## src/rtl/oddmul_pkg.sv

```systemverilog
package oddmul_pkg;

  // residue of base^e modulo 2^w
  function automatic longint unsigned pow_mod(int unsigned w, longint unsigned base,
                                              int unsigned e);
    longint unsigned mask;
    longint unsigned acc;
    mask = (64'd1 << w) - 64'd1;
    acc  = 64'd1;
    for (int unsigned i = 0; i < e; i++) acc = (acc * base) & mask;
    return acc;
  endfunction

  // element of order two that is not a power of 3
  function automatic longint unsigned order2_elem(int unsigned w, bit alt);
    if (alt && w >= 4) return (64'd1 << (w - 1)) - 64'd1;
    return (64'd1 << w) - 64'd1;
  endfunction

  // odd value represented by index pair (l, m)
  function automatic longint unsigned pair_value(int unsigned w, bit alt,
                                                 int unsigned l, int unsigned m);
    longint unsigned mask;
    longint unsigned v;
    mask = (64'd1 << w) - 64'd1;
    v    = pow_mod(w, 64'd3, m);
    if (l != 0) v = (v * order2_elem(w, alt)) & mask;
    return v;
  endfunction

endpackage

```

## src/rtl/oddmul_encoder.sv

```systemverilog
module oddmul_encoder #(
  parameter int N     = 6,
  parameter bit X_ALT = 1'b0
) (
  input  logic [N-1:0] value,
  output logic         l_idx,
  output logic [N-3:0] m_idx,
  output logic         miss
);
  localparam int M  = N - 2;
  localparam int IW = N - 1;
  localparam int E  = 1 << IW;

  logic [E-1:0]  hit;
  logic [IW-1:0] idx;

  // one comparator per odd residue; index = {l, m}
  for (genvar g = 0; g < E; g++) begin : g_ent
    localparam logic [N-1:0] KVAL =
      N'(oddmul_pkg::pair_value(N, X_ALT, g >> M, g & ((1 << M) - 1)));
    assign hit[g] = (value == KVAL);
  end

  always_comb begin
    idx = '0;
    for (int i = 0; i < E; i++) begin
      if (hit[i]) idx = idx | IW'(i);
    end
  end

  assign miss  = ~|hit;
  assign l_idx = idx[IW-1];
  assign m_idx = idx[M-1:0];
endmodule

```

## src/rtl/oddmul_idx_add.sv

```systemverilog
module oddmul_idx_add #(
  parameter int M = 4
) (
  input  logic         la,
  input  logic [M-1:0] ma,
  input  logic         lb,
  input  logic [M-1:0] mb,
  output logic         ls,
  output logic [M-1:0] ms
);
  logic [M:0] wide;

  // the two index fields are summed independently
  assign ls   = la ^ lb;
  assign wide = {1'b0, ma} + {1'b0, mb};
  assign ms   = wide[M-1:0];
endmodule

```

## src/rtl/oddmul_decoder.sv

```systemverilog
module oddmul_decoder #(
  parameter int N     = 6,
  parameter bit X_ALT = 1'b0
) (
  input  logic         l_idx,
  input  logic [N-3:0] m_idx,
  output logic [N-1:0] value
);
  localparam int M  = N - 2;
  localparam int IW = N - 1;
  localparam int E  = 1 << IW;

  logic [N-1:0] lut [E];

  for (genvar g = 0; g < E; g++) begin : g_ent
    assign lut[g] = N'(oddmul_pkg::pair_value(N, X_ALT, g >> M, g & ((1 << M) - 1)));
  end

  assign value = lut[{l_idx, m_idx}];
endmodule

```

## src/rtl/odd_logmul.sv

```systemverilog
module odd_logmul #(
  parameter int N     = 6,
  parameter bit X_ALT = 1'b0
) (
  input  logic         clk,
  input  logic         rst_n,
  input  logic         in_valid,
  output logic         in_ready,
  input  logic [N-1:0] in_a,
  input  logic [N-1:0] in_b,
  output logic         out_valid,
  input  logic         out_ready,
  output logic [N-1:0] out_prod,
  output logic         out_err
);
  localparam int M = N - 2;

  // conversion of the incoming operands
  logic         ea_l, eb_l, ea_miss, eb_miss;
  logic [M-1:0] ea_m, eb_m;

  oddmul_encoder #(.N(N), .X_ALT(X_ALT)) u_enc_a (
    .value(in_a), .l_idx(ea_l), .m_idx(ea_m), .miss(ea_miss));
  oddmul_encoder #(.N(N), .X_ALT(X_ALT)) u_enc_b (
    .value(in_b), .l_idx(eb_l), .m_idx(eb_m), .miss(eb_miss));

  // stage 1: index pairs
  logic         s1_valid, s1_err, s1_la, s1_lb;
  logic [M-1:0] s1_ma, s1_mb;
  logic         s1_adv, s2_adv;

  assign s2_adv   = !out_valid || out_ready;
  assign s1_adv   = !s1_valid || s2_adv;
  assign in_ready = s1_adv;

  always_ff @(posedge clk or negedge rst_n) begin
    if (!rst_n) begin
      s1_valid <= 1'b0;
      s1_err   <= 1'b0;
      s1_la    <= 1'b0;
      s1_lb    <= 1'b0;
      s1_ma    <= '0;
      s1_mb    <= '0;
    end else if (s1_adv) begin
      s1_valid <= in_valid;
      if (in_valid) begin
        s1_err <= ea_miss | eb_miss;
        s1_la  <= ea_l;
        s1_lb  <= eb_l;
        s1_ma  <= ea_m;
        s1_mb  <= eb_m;
      end
    end
  end

  // index addition and conversion back to a word
  logic         sum_l;
  logic [M-1:0] sum_m;
  logic [N-1:0] dec_val;

  oddmul_idx_add #(.M(M)) u_add (
    .la(s1_la), .ma(s1_ma), .lb(s1_lb), .mb(s1_mb), .ls(sum_l), .ms(sum_m));
  oddmul_decoder #(.N(N), .X_ALT(X_ALT)) u_dec (
    .l_idx(sum_l), .m_idx(sum_m), .value(dec_val));

  // stage 2: output register
  always_ff @(posedge clk or negedge rst_n) begin
    if (!rst_n) begin
      out_valid <= 1'b0;
      out_prod  <= '0;
      out_err   <= 1'b0;
    end else if (s2_adv) begin
      out_valid <= s1_valid;
      if (s1_valid) begin
        out_prod <= dec_val;
        out_err  <= s1_err;
      end
    end
  end

  AST_HOLD_STALL: assert property (@(posedge clk) disable iff (!rst_n)
    out_valid && !out_ready |=> out_valid && $stable(out_prod) && $stable(out_err));
  AST_READY_FULL: assert property (@(posedge clk) disable iff (!rst_n)
    s1_valid && out_valid && !out_ready |-> !in_ready);
  AST_ACCEPT_LOAD: assert property (@(posedge clk) disable iff (!rst_n)
    in_valid && in_ready |=> s1_valid);
  AST_STAGE_MOVE: assert property (@(posedge clk) disable iff (!rst_n)
    s1_valid && (!out_valid || out_ready) |=> out_valid);
  AST_ERR_PARITY: assert property (@(posedge clk) disable iff (!rst_n)
    in_valid && in_ready |=> s1_err == !($past(in_a[0]) && $past(in_b[0])));
  AST_ODD_RESULT: assert property (@(posedge clk) disable iff (!rst_n)
    out_valid && !out_err |-> out_prod[0]);
endmodule

```

## config.mk

```make
export PLATFORM = sky130hd
export DESIGN_NAME = odd_logmul
export DESIGN_NICKNAME = d
export VERILOG_FILES = /design/src/rtl/oddmul_pkg.sv /design/src/rtl/oddmul_encoder.sv /design/src/rtl/oddmul_idx_add.sv /design/src/rtl/oddmul_decoder.sv /design/src/rtl/odd_logmul.sv
export SDC_FILE = /design/constraint.sdc
export NUM_CORES = 1
export LEC_CHECK = 0
export CORE_UTILIZATION = 40
export CTS_CLUSTER_DIAMETER = 120
export CTS_CLUSTER_SIZE = 14
export DETAILED_ROUTE_END_ITERATION = 10
export GPL_ROUTABILITY_DRIVEN = 0
export GPL_TIMING_DRIVEN = 1
export PLACE_DENSITY_LB_ADDON = 0.25
export SLEW_MARGIN = 0
export SYNTH_ARGS = -nofsm -noshare
export SYNTH_HDL_FRONTEND = slang
export SYNTH_SLANG_ARGS = --single-unit
```

## constraint.sdc

```tcl
create_clock -name clk -period 2.46 [get_ports clk]
set_input_delay 0.738 -clock clk [delete_from_list [all_inputs] [get_ports clk]]
set_output_delay 0.738 -clock clk [all_outputs]
set_load 0.1 [all_outputs]
```

* Word level (Yosys, flattened, before mapping) *
Memory sizes are Yosys's and may differ from the RTL's. A register that Yosys moved wholly into a read port is not among the register bits.
Index checks and enable logic that the tools add are counted.

word-level totals
  bits in writable memories = 0
  word-level logic and storage cells = 164
  memory bits (read-only) = 192
  register bits = 14
  output and inout bits = 9
  memories = 1
  latch bits = 0

cells by class
  divide/modulo/power cells = 0
  bitwise operators = 3
  multiplexer cells = 74
  add/sub/neg operators = 1
  equal/unequal tests = 66
  order comparisons = 0
  shift operators = 0
  reductions and logical operators = 11
  $mul = 0

memory list
  name             depth  bits a word  read ports  clocked after Yosys merged registers in  write ports  RTL line              text
  (no name shown)  32     6            1           1                                        0            oddmul_decoder.sv:19  assign value = lut[{l_idx, m_idx}];

operators with widths
  operator                                                                count
  6-bit equality test (second input constant)                             32
  5-bit 2-to-1 mux                                                        32
  6-bit by 5-bit equality test with 1-bit output (second input constant)  16
  4-bit 2-to-1 mux                                                        20
  32-bit OR reduction                                                     2
  6-bit by 4-bit equality test with 1-bit output (second input constant)  8
  6-bit by 3-bit equality test with 1-bit output (second input constant)  4
  3-bit 2-to-1 mux                                                        8
  6-bit by 1-bit equality test with 1-bit output (second input constant)  2
  6-bit by 2-bit equality test with 1-bit output (second input constant)  2
  1-bit 2-to-1 mux                                                        10
  2-bit 2-to-1 mux                                                        4
  5-bit inverter with 6-bit output                                        1
  1-bit logical NOT                                                       5
  4-bit adder                                                             1
  2-bit != test (second input constant)                                   2
  2-bit AND reduction                                                     2
  1-bit logical OR                                                        2
  1-bit OR                                                                1
  1-bit bitwise XOR                                                       1

* Depth between registers and ports, before layout *
Gate-level depths: netlist of the first run.

  depth in word-level cells = 34
  depth in mapped cells = 8

* Cells and area by module *
From an unflattened synthesis of the first run, not the netlist that was laid out.

second synthesis, totals
  cells, all modules = 99
  area total of the unflattened synthesis = 1193.6 um^2

modules (own cells, without submodules)
  module          seq. area each (um^2)  instances  area each (um^2)  cells an instance
  odd_logmul      500.5                  1          809.5             46
  oddmul_encoder  0.0                    2          96.3              16
  oddmul_idx_add  0.0                    1          108.9             10
  oddmul_decoder  0.0                    1          82.6              11

* Least setup slack after synthesis of the first run *
OpenSTA, ideal clock, no wires.

  path kind = reg-to-reg
  from = register out_valid
  to = register s1_la
  arrival time = 2.871 ns
  period minus slack after synthesis = 2.956 ns
  required time = 2.375 ns
  setup time = 0.085 ns
  setup slack = -0.496 ns
  stages on the path, launching flop included = 6
  cells stage by stage = dfrtp_1 > nand3b_1 > nand2_1 > clkbuf_1 > nand2_1 > o21ai_0

between the ends
  longest elaborated chain between the ends = 5

ends and longest elaborated chain
  what                                      RTL line          text
  from (decl)                               odd_logmul.sv:11  output logic out_valid,
  from (signal assigned)                    odd_logmul.sv:73  out_valid <= s1_valid;
  1-bit logical NOT (*)                     odd_logmul.sv:32  assign s2_adv = !out_valid || out_ready;
  1-bit logical OR (*)                      odd_logmul.sv:32
  1-bit logical OR (*)                      odd_logmul.sv:33  assign s1_adv = !s1_valid || s2_adv;
  named net in_ready                        odd_logmul.sv:8   output logic in_ready,
  2-bit != test (no source line)            --
  2-bit AND reduction (no source line) (*)  --
  to (signal assigned)                      odd_logmul.sv:48  s1_la <= ea_l;
  to (decl)                                 odd_logmul.sv:28  logic s1_valid, s1_err, s1_la, s1_lb;

The timed path passes the listed nets; every way through them passes the cells marked *.
A chain may end at the register's enable or synchronous reset.

* Worst setup path in the final report of the first run *
  from = input out_ready
  to = output in_ready

between the ends
  longest elaborated chain between the ends = 2

ends and longest elaborated chain
  what              RTL line          text
  from (decl)       odd_logmul.sv:12  input logic out_ready,
  1-bit logical OR  odd_logmul.sv:32
  1-bit logical OR  odd_logmul.sv:33
  to (decl)         odd_logmul.sv:8

No other way between the ends.

==> out/qor.csv, run 1 <==
stage;metric;value;unit
status;status;finished clean;
global_routing;overflow;0;
route;antenna_left;0;
worst_hold_path;hp-class;reg2reg;
worst_setup_path;cp.arrival;1.61;ns
timing;fin_worst_hold_slack;0.475;ns
timing;setup_viol;0;
pwr;combPwrFrac;51.7;%
pwr;p_sw_share;47.1;%
clocking;numCtsBuffers;3;
global_routing;grt_max_degree;21;
die;rows;18;
logic_synthesis;syn-instance-count;110;
logic_synthesis;synth-seq-cells;20;
clocking;cts_tree;built;
final_layout;drive_gt1_share;14.0;%
global_routing;grt_use_total;15.8;%
clocking;root_buffer;clkbuf_4;
route;dr.first_iter.drc_count;13;
timing;min_period;2.35;ns
final_layout;final_core_util;54.4;%
pwr;vdd_drop_max;0.668;mV
final_layout;stdcell_count;166;
logic_synthesis;synth_xor_area_share;15.6;%
timing;clock.fmax;425;MHz
logic_synthesis;netlist_area;1060;um2
route;drc;0;
die;die_h;53.5;um
die;initial_utilization;42.4;%
logic_synthesis;ys_types;18;
clocking;cts_sinks;20;
timing;slew_viol_final;0;
global_routing;grt_pass1_wl;3240;um
global_routing;grt_antenna_before_repair;0;
final_layout;regArea;502;um2
logic_synthesis;syn_avg_cell_area;9.65;um2
logic_synthesis;yosysWarnings;0;
logic_synthesis;syn_nets;130;
pwr;p_switching;0.572;mW
clocking;cts-htree-levels;1;
timing;fin_tns_setup;0;ns
worst_setup_path;critical_path_required;1.72;ns
logic_synthesis;synth-compound-area-share;11.8;%
pwr;p_leak;0.604;nW
clocking;cts-resized-gates;0;
die;ios;25;
placed_design;port_buffers;24;
clocking;post_cts_buffers;0;
pwr;p_int;0.642;mW
route;routed-via-count;792;
route;detail_route.wl_per_cell;11.0;um
logic_synthesis;synth_top_family_by_area;XOR/XNOR gates;
global_routing;grt_pass1_vias;784;
placed_design;dp_hpwl;1520;um
timing;final.period_utilization;95.6;%
clocking;insertion_delay;0.29;ns
logic_synthesis;synth-seq-area-share;47.2;%
worst_setup_path;crit_fanout;2;
final_layout;nets;157;
pwr;power.total;1.21;mW
logic_synthesis;synthMuxAreaShare;2.12;%
worst_setup_path;path_class;in2out;
timing;slew_headroom;79.3;%
die;die_w;53.5;um
pwr;powerDensity;893;nW/um2
job;cap_viol_max_count;0;
route;vias_per_cell;4.77;
route;wl;1820;um
timing;rsz0062_at_grt;no;
worst_setup_path;worstSetupStartpointType;primary input;
final_layout;fillers;249;
placed_design;dpl.cell_count;162;
die;core_area;2500;um2
final_layout;antenna_cells;0;
logic_synthesis;yosys.area_share.simple;12.9;%
route;first_pass_iters;4;
pwr;clockPowerShare;12.6;%
pwr;seqPwrFrac;35.7;%
die;die_area;2860;um2
clocking;cts_max_path_buffers;2;
clocking;clk_pin_slew;0.10;ns
timing;fin_worst_skew;0.00421;ns
timing;tightest_slew;0.309;ns
final_layout;area_growth;28.1;%
timing;hold_viol;0;
final_layout;multi_input_area;529;um2
worst_setup_path;critPathCaptureType;output port;
clocking;cts_hold_buf;0;
logic_synthesis;synth-adder-area-share;7.31;%
## cells by family (layout without fill, tap and decap cells)
family,after synthesis,in the layout
buffers and inverters,9,35
adders and majority gates,6,6
muxes,2,2
DFF,20,20
xor gates and xnor gates,18,18
and+or+nand+nor,31,31
AOI/OAI and AO/OA,24,24
## worst paths after layout
kind                                              start                      end  slack (ns)  depth (start not counted)
worst min register to register  out_prod[0]$_DFFE_PN0P_  out_prod[0]$_DFFE_PN0P_        0.47                          1
worst max register to register     s1_mb[0]$_DFFE_PN0P_  out_prod[5]$_DFFE_PN0P_        0.59                          8
max in group asynchronous                         rst_n    out_valid$_DFFE_PN0N_        1.48                          2
worst min-delay path            out_prod[0]$_DFFE_PN0P_  out_prod[0]$_DFFE_PN0P_        0.47                          1
worst max-delay path                          out_ready                 in_ready        0.11                          3
min in group asynchronous                         rst_n  out_prod[1]$_DFFE_PN0P_        0.76                          2
## area by class of cell
type | count | share of cell area (%)
Sequential cell | 20 | 36.9
Inverter | 5 | 1.38
Timing Repair Buffer | 26 | 18.0
Tap cell | 30 | 2.76
Multi-Input combinational cell | 81 | 39.0
Clock buffer | 4 | 1.93
## power groups by stage
stage | combinational (mW) | clock, mW | sequential [mW]
finish | 0.628 | 0.153 | 0.433
global route | 0.673 | 0.173 | 0.444
detailed placement | 0.633 | 0 | 0.443
global placement | 0.626 | 0 | 0.436
CTS | 0.634 | 0.158 | 0.435
floorplan | 0.198 | 0 | 0.729
## stage by stage
stage               setup WS [ns]  area [um2]
floorplan                 0.00478        1070
global placement            0.133        1330
detailed placement          0.113        1330
CTS                         0.102        1360
global route               0.0816        1360
finish                      0.108        1360
## Yosys cell counts
cell type  instances  share of area (%)
o21ai_1            1               0.47
xnor2_1           11                9.1
mux2_2             2                2.1
xor2_1             6                5.0
maj3_1             2                1.9
fa_1               1                1.9
clkbuf_1           4                1.4
nand3_1            3                1.4
a21o_1             2                1.4
nand3b_1           1               0.71
nand2_1           22                7.8
ha_1               3                3.5
nand2b_1           5                2.9
inv_1              5                1.8
xor2_2             1                1.5
dfrtp_1           20                 47
a21oi_1            6                2.8
o21ai_0           15                7.1
## worst max-delay path, stage by stage
cell and delay, ns:
clkdlybuf4s50_1 0.41, nand3b_1 0.25, buf_12 0.22
## sequential cells by signal, indices dropped and copies added (netlist names)
name / flops
out_valid: 1
out_prod: 6
s1_ma: 4
out_err: 1
s1_mb: 4
s1_la: 1
s1_valid: 1
s1_lb: 1
s1_err: 1
## cells in the final DEF, fill, tap and decap left out, drive strengths merged
| cell | netlist | final |
|---|---|---|
| nand2 | 22 | 22 |
| dfrtp | 20 | 20 |
| o21ai | 16 | 16 |
| clkdlybuf4s50 | 0 | 15 |
| xnor2 | 11 | 11 |
| buf | 0 | 11 |
| xor2 | 7 | 7 |
| a21oi | 6 | 6 |
| inv | 5 | 5 |
| nand2b | 5 | 5 |
| clkbuf | 4 | 4 |
| nand3 | 3 | 3 |
| ha | 3 | 3 |
| maj3 | 2 | 2 |
| a21o | 2 | 2 |
| mux2 | 2 | 2 |
| nand3b | 1 | 1 |
| fa | 1 | 1 |
## metal layers
layer / part of all wire [%] / GRT usage (%)
met5: 0 / 0
met2: 53 / 30.0
met4: 0.82 / 5.26
met3: 3.6 / 2.59
met1: 42 / 17.4
(Power assumes the default switching activity.)
==> run 2, diff against run 1 <==
SKIP_CTS_REPAIR_TIMING = 1   (was not set)
==> results of run 2 <==
Final layout, timing and power as in run 1 (identical DEF).
==> run 3, diff against run 2 <==
CORE_ASPECT_RATIO = 0.75   (was not set)
==> run 3 against run 2 <==
Against the previous run:
- clock-buffer cell count unchanged
- hold slack better by 0.015 ns
- clock skew fell by 0.0015 ns
- first-iteration DRC count increased by 38%
- final cell count grew 3.0%
- critical path depth unchanged
- final area increased by 0.92%
- global-route usage up 0.22 points
- routed wire length grew 12%
- die area about the same
- power is 1.3% higher
- clock power is 5% higher
- largest power group unchanged
==> out/qor.csv, run 3 (same netlist as run 1, synthesis figures left out) <==
stage;metric;value;unit
job;cap_viol_max_count;0;
final_layout;nets;158;
clocking;cts_max_path_buffers;2;
timing;min_period;2.33;ns
clocking;cts-htree-levels;1;
placed_design;post_dp_cell_area;1350;um2
timing;clock.fmax;430;MHz
die;core_area;2400;um2
final_layout;stdcell_count;171;
route;vias_per_cell;4.74;
timing;tightest_slew;0.328;ns
clocking;cts_tree;built;
global_routing;grt_antenna_before_repair;0;
timing;fin_worst_skew;0.00268;ns
pwr;p_leak;0.608;nW
timing;slew_viol_final;0;
pwr;vdd_drop_max;0.361;mV
status;status;finished clean;
worst_setup_path;path_class;in2out;
route;wl;2050;um
clocking;numCtsBuffers;3;
global_routing;overflow;0;
placed_design;dpl.cell_count;167;
global_routing;grt_max_degree;21;
final_layout;largest_reg_flops;6;
die;initial_utilization;44.2;%
final_layout;layout_commonest_cell;nand2_1;
final_layout;layout_common_cells;nand2_1 (21), dfrtp_1 (19), o21ai_0 (15), clkdlybuf4s50_1 (15);
die;die_h;46.6;um
placed_design;dp_hpwl;1630;um
placed_design;port_buffers;24;
timing;fin_worst_hold_slack;0.490;ns
route;routed-via-count;811;
worst_setup_path;cp.arrival;1.59;ns
worst_setup_path;crit_fanout;2;
clocking;clk_pin_slew;0.11;ns
final_layout;largest_registers;out_prod (6), s1_ma (4), s1_mb (4);
clocking;root_buffer;clkbuf_4;
route;antenna_left;0;
final_layout;final_cell_area;1370;um2
worst_setup_path;critical_path_required;1.72;ns
route;drc;0;
route;dr.first_iter.drc_count;18;
die;die_area;2860;um2
die;die_w;61.5;um
global_routing;grt_use_total;16.0;%
timing;hold_viol;0;
final_layout;regMostFlops;out_prod;
final_layout;antenna_cells;0;
pwr;powerDensity;897;nW/um2
worst_setup_path;worstSetupStartpointType;primary input;
clocking;insertion_delay;0.29;ns
worst_hold_path;hp-class;reg2reg;
final_layout;final_core_util;57.1;%
final_layout;drive_gt1_share;14.6;%
route;detail_route.wl_per_cell;12.0;um
timing;final.period_utilization;94.5;%
die;rows;15;
die;ios;25;
global_routing;grt_pass1_wl;3190;um
route;first_pass_iters;4;
timing;setup_viol;0;
timing;fin_tns_setup;0;ns
worst_setup_path;critPathCaptureType;output port;
timing;rsz0062_at_grt;no;
timing;slew_headroom;78.1;%
final_layout;area_growth;29.2;%
clocking;cts_sinks;20;
global_routing;grt_pass1_vias;751;
## run 3: cell types whose count changed in the layout (fill, tap and decap cells not counted)
| cell | previous run | this run |
|---|---|---|
| buf_4 | 10 | 11 |
## run 3: metal layers
metal / vias to the layer above / share of wire, % / GRT usage [%]
met5: - / 0 / 0
met4: 0 / 1.4 / 5.33
met3: 4 / 4.7 / 3.93
met2: 20 / 50 / 29.1
met1: 372 / 44 / 18.5
li1: 415 / - / -
## run 3: power by group
part	switching [mW]	internal, mW	total, mW
Sequential	0.0384	0.393	0.432
Combinational	0.450	0.188	0.638
Clock	0.0966	0.0631	0.160
## run 3: final timing paths
| kind | from | endpoint | slack (ns) | depth (start not counted) |
|---|---|---|---|---|
| setup / recovery | out_ready | in_ready | 0.13 | 3 |
| hold / removal | s1_err$_DFFE_PN0P_ | s1_err$_DFFE_PN0P_ | 0.49 | 1 |
| setup reg to reg | s1_ma[0]$_DFFE_PN0P_ | out_prod[4]$_DFFE_PN0P_ | 0.57 | 7 |
| hold reg to reg | s1_err$_DFFE_PN0P_ | s1_err$_DFFE_PN0P_ | 0.49 | 1 |
| max in group asynchronous | rst_n | out_valid$_DFFE_PN0N_ | 1.46 | 2 |
| min in group asynchronous | rst_n | out_prod[1]$_DFFE_PN0P_ | 0.77 | 2 |
## run 3: per-stage QoR
step                      setup WS [ns]  power (mW)
after global placement            0.126        1.07
after CTS                         0.114        1.24
after global routing             0.0798        1.29
final                             0.135        1.23
after detailed placement          0.135        1.08
after floorplan                 0.00478       0.927
## run 3: critical path, cell delays in order
cell,delay [ns]
clkdlybuf4s50_1,0.41
nand3b_1,0.23
buf_12,0.21
## run 3: area by class of cell
| type | count | area, um2 |
|---|---|---|
| inverter | 5 | 18.8 |
| sequential | 20 | 502 |
| multi-input combinational | 81 | 529 |
| tap | 34 | 42.5 |
| fill | 241 | 1030 |
| clock buffer | 4 | 26.3 |
| timing repair buffer | 27 | 253 |
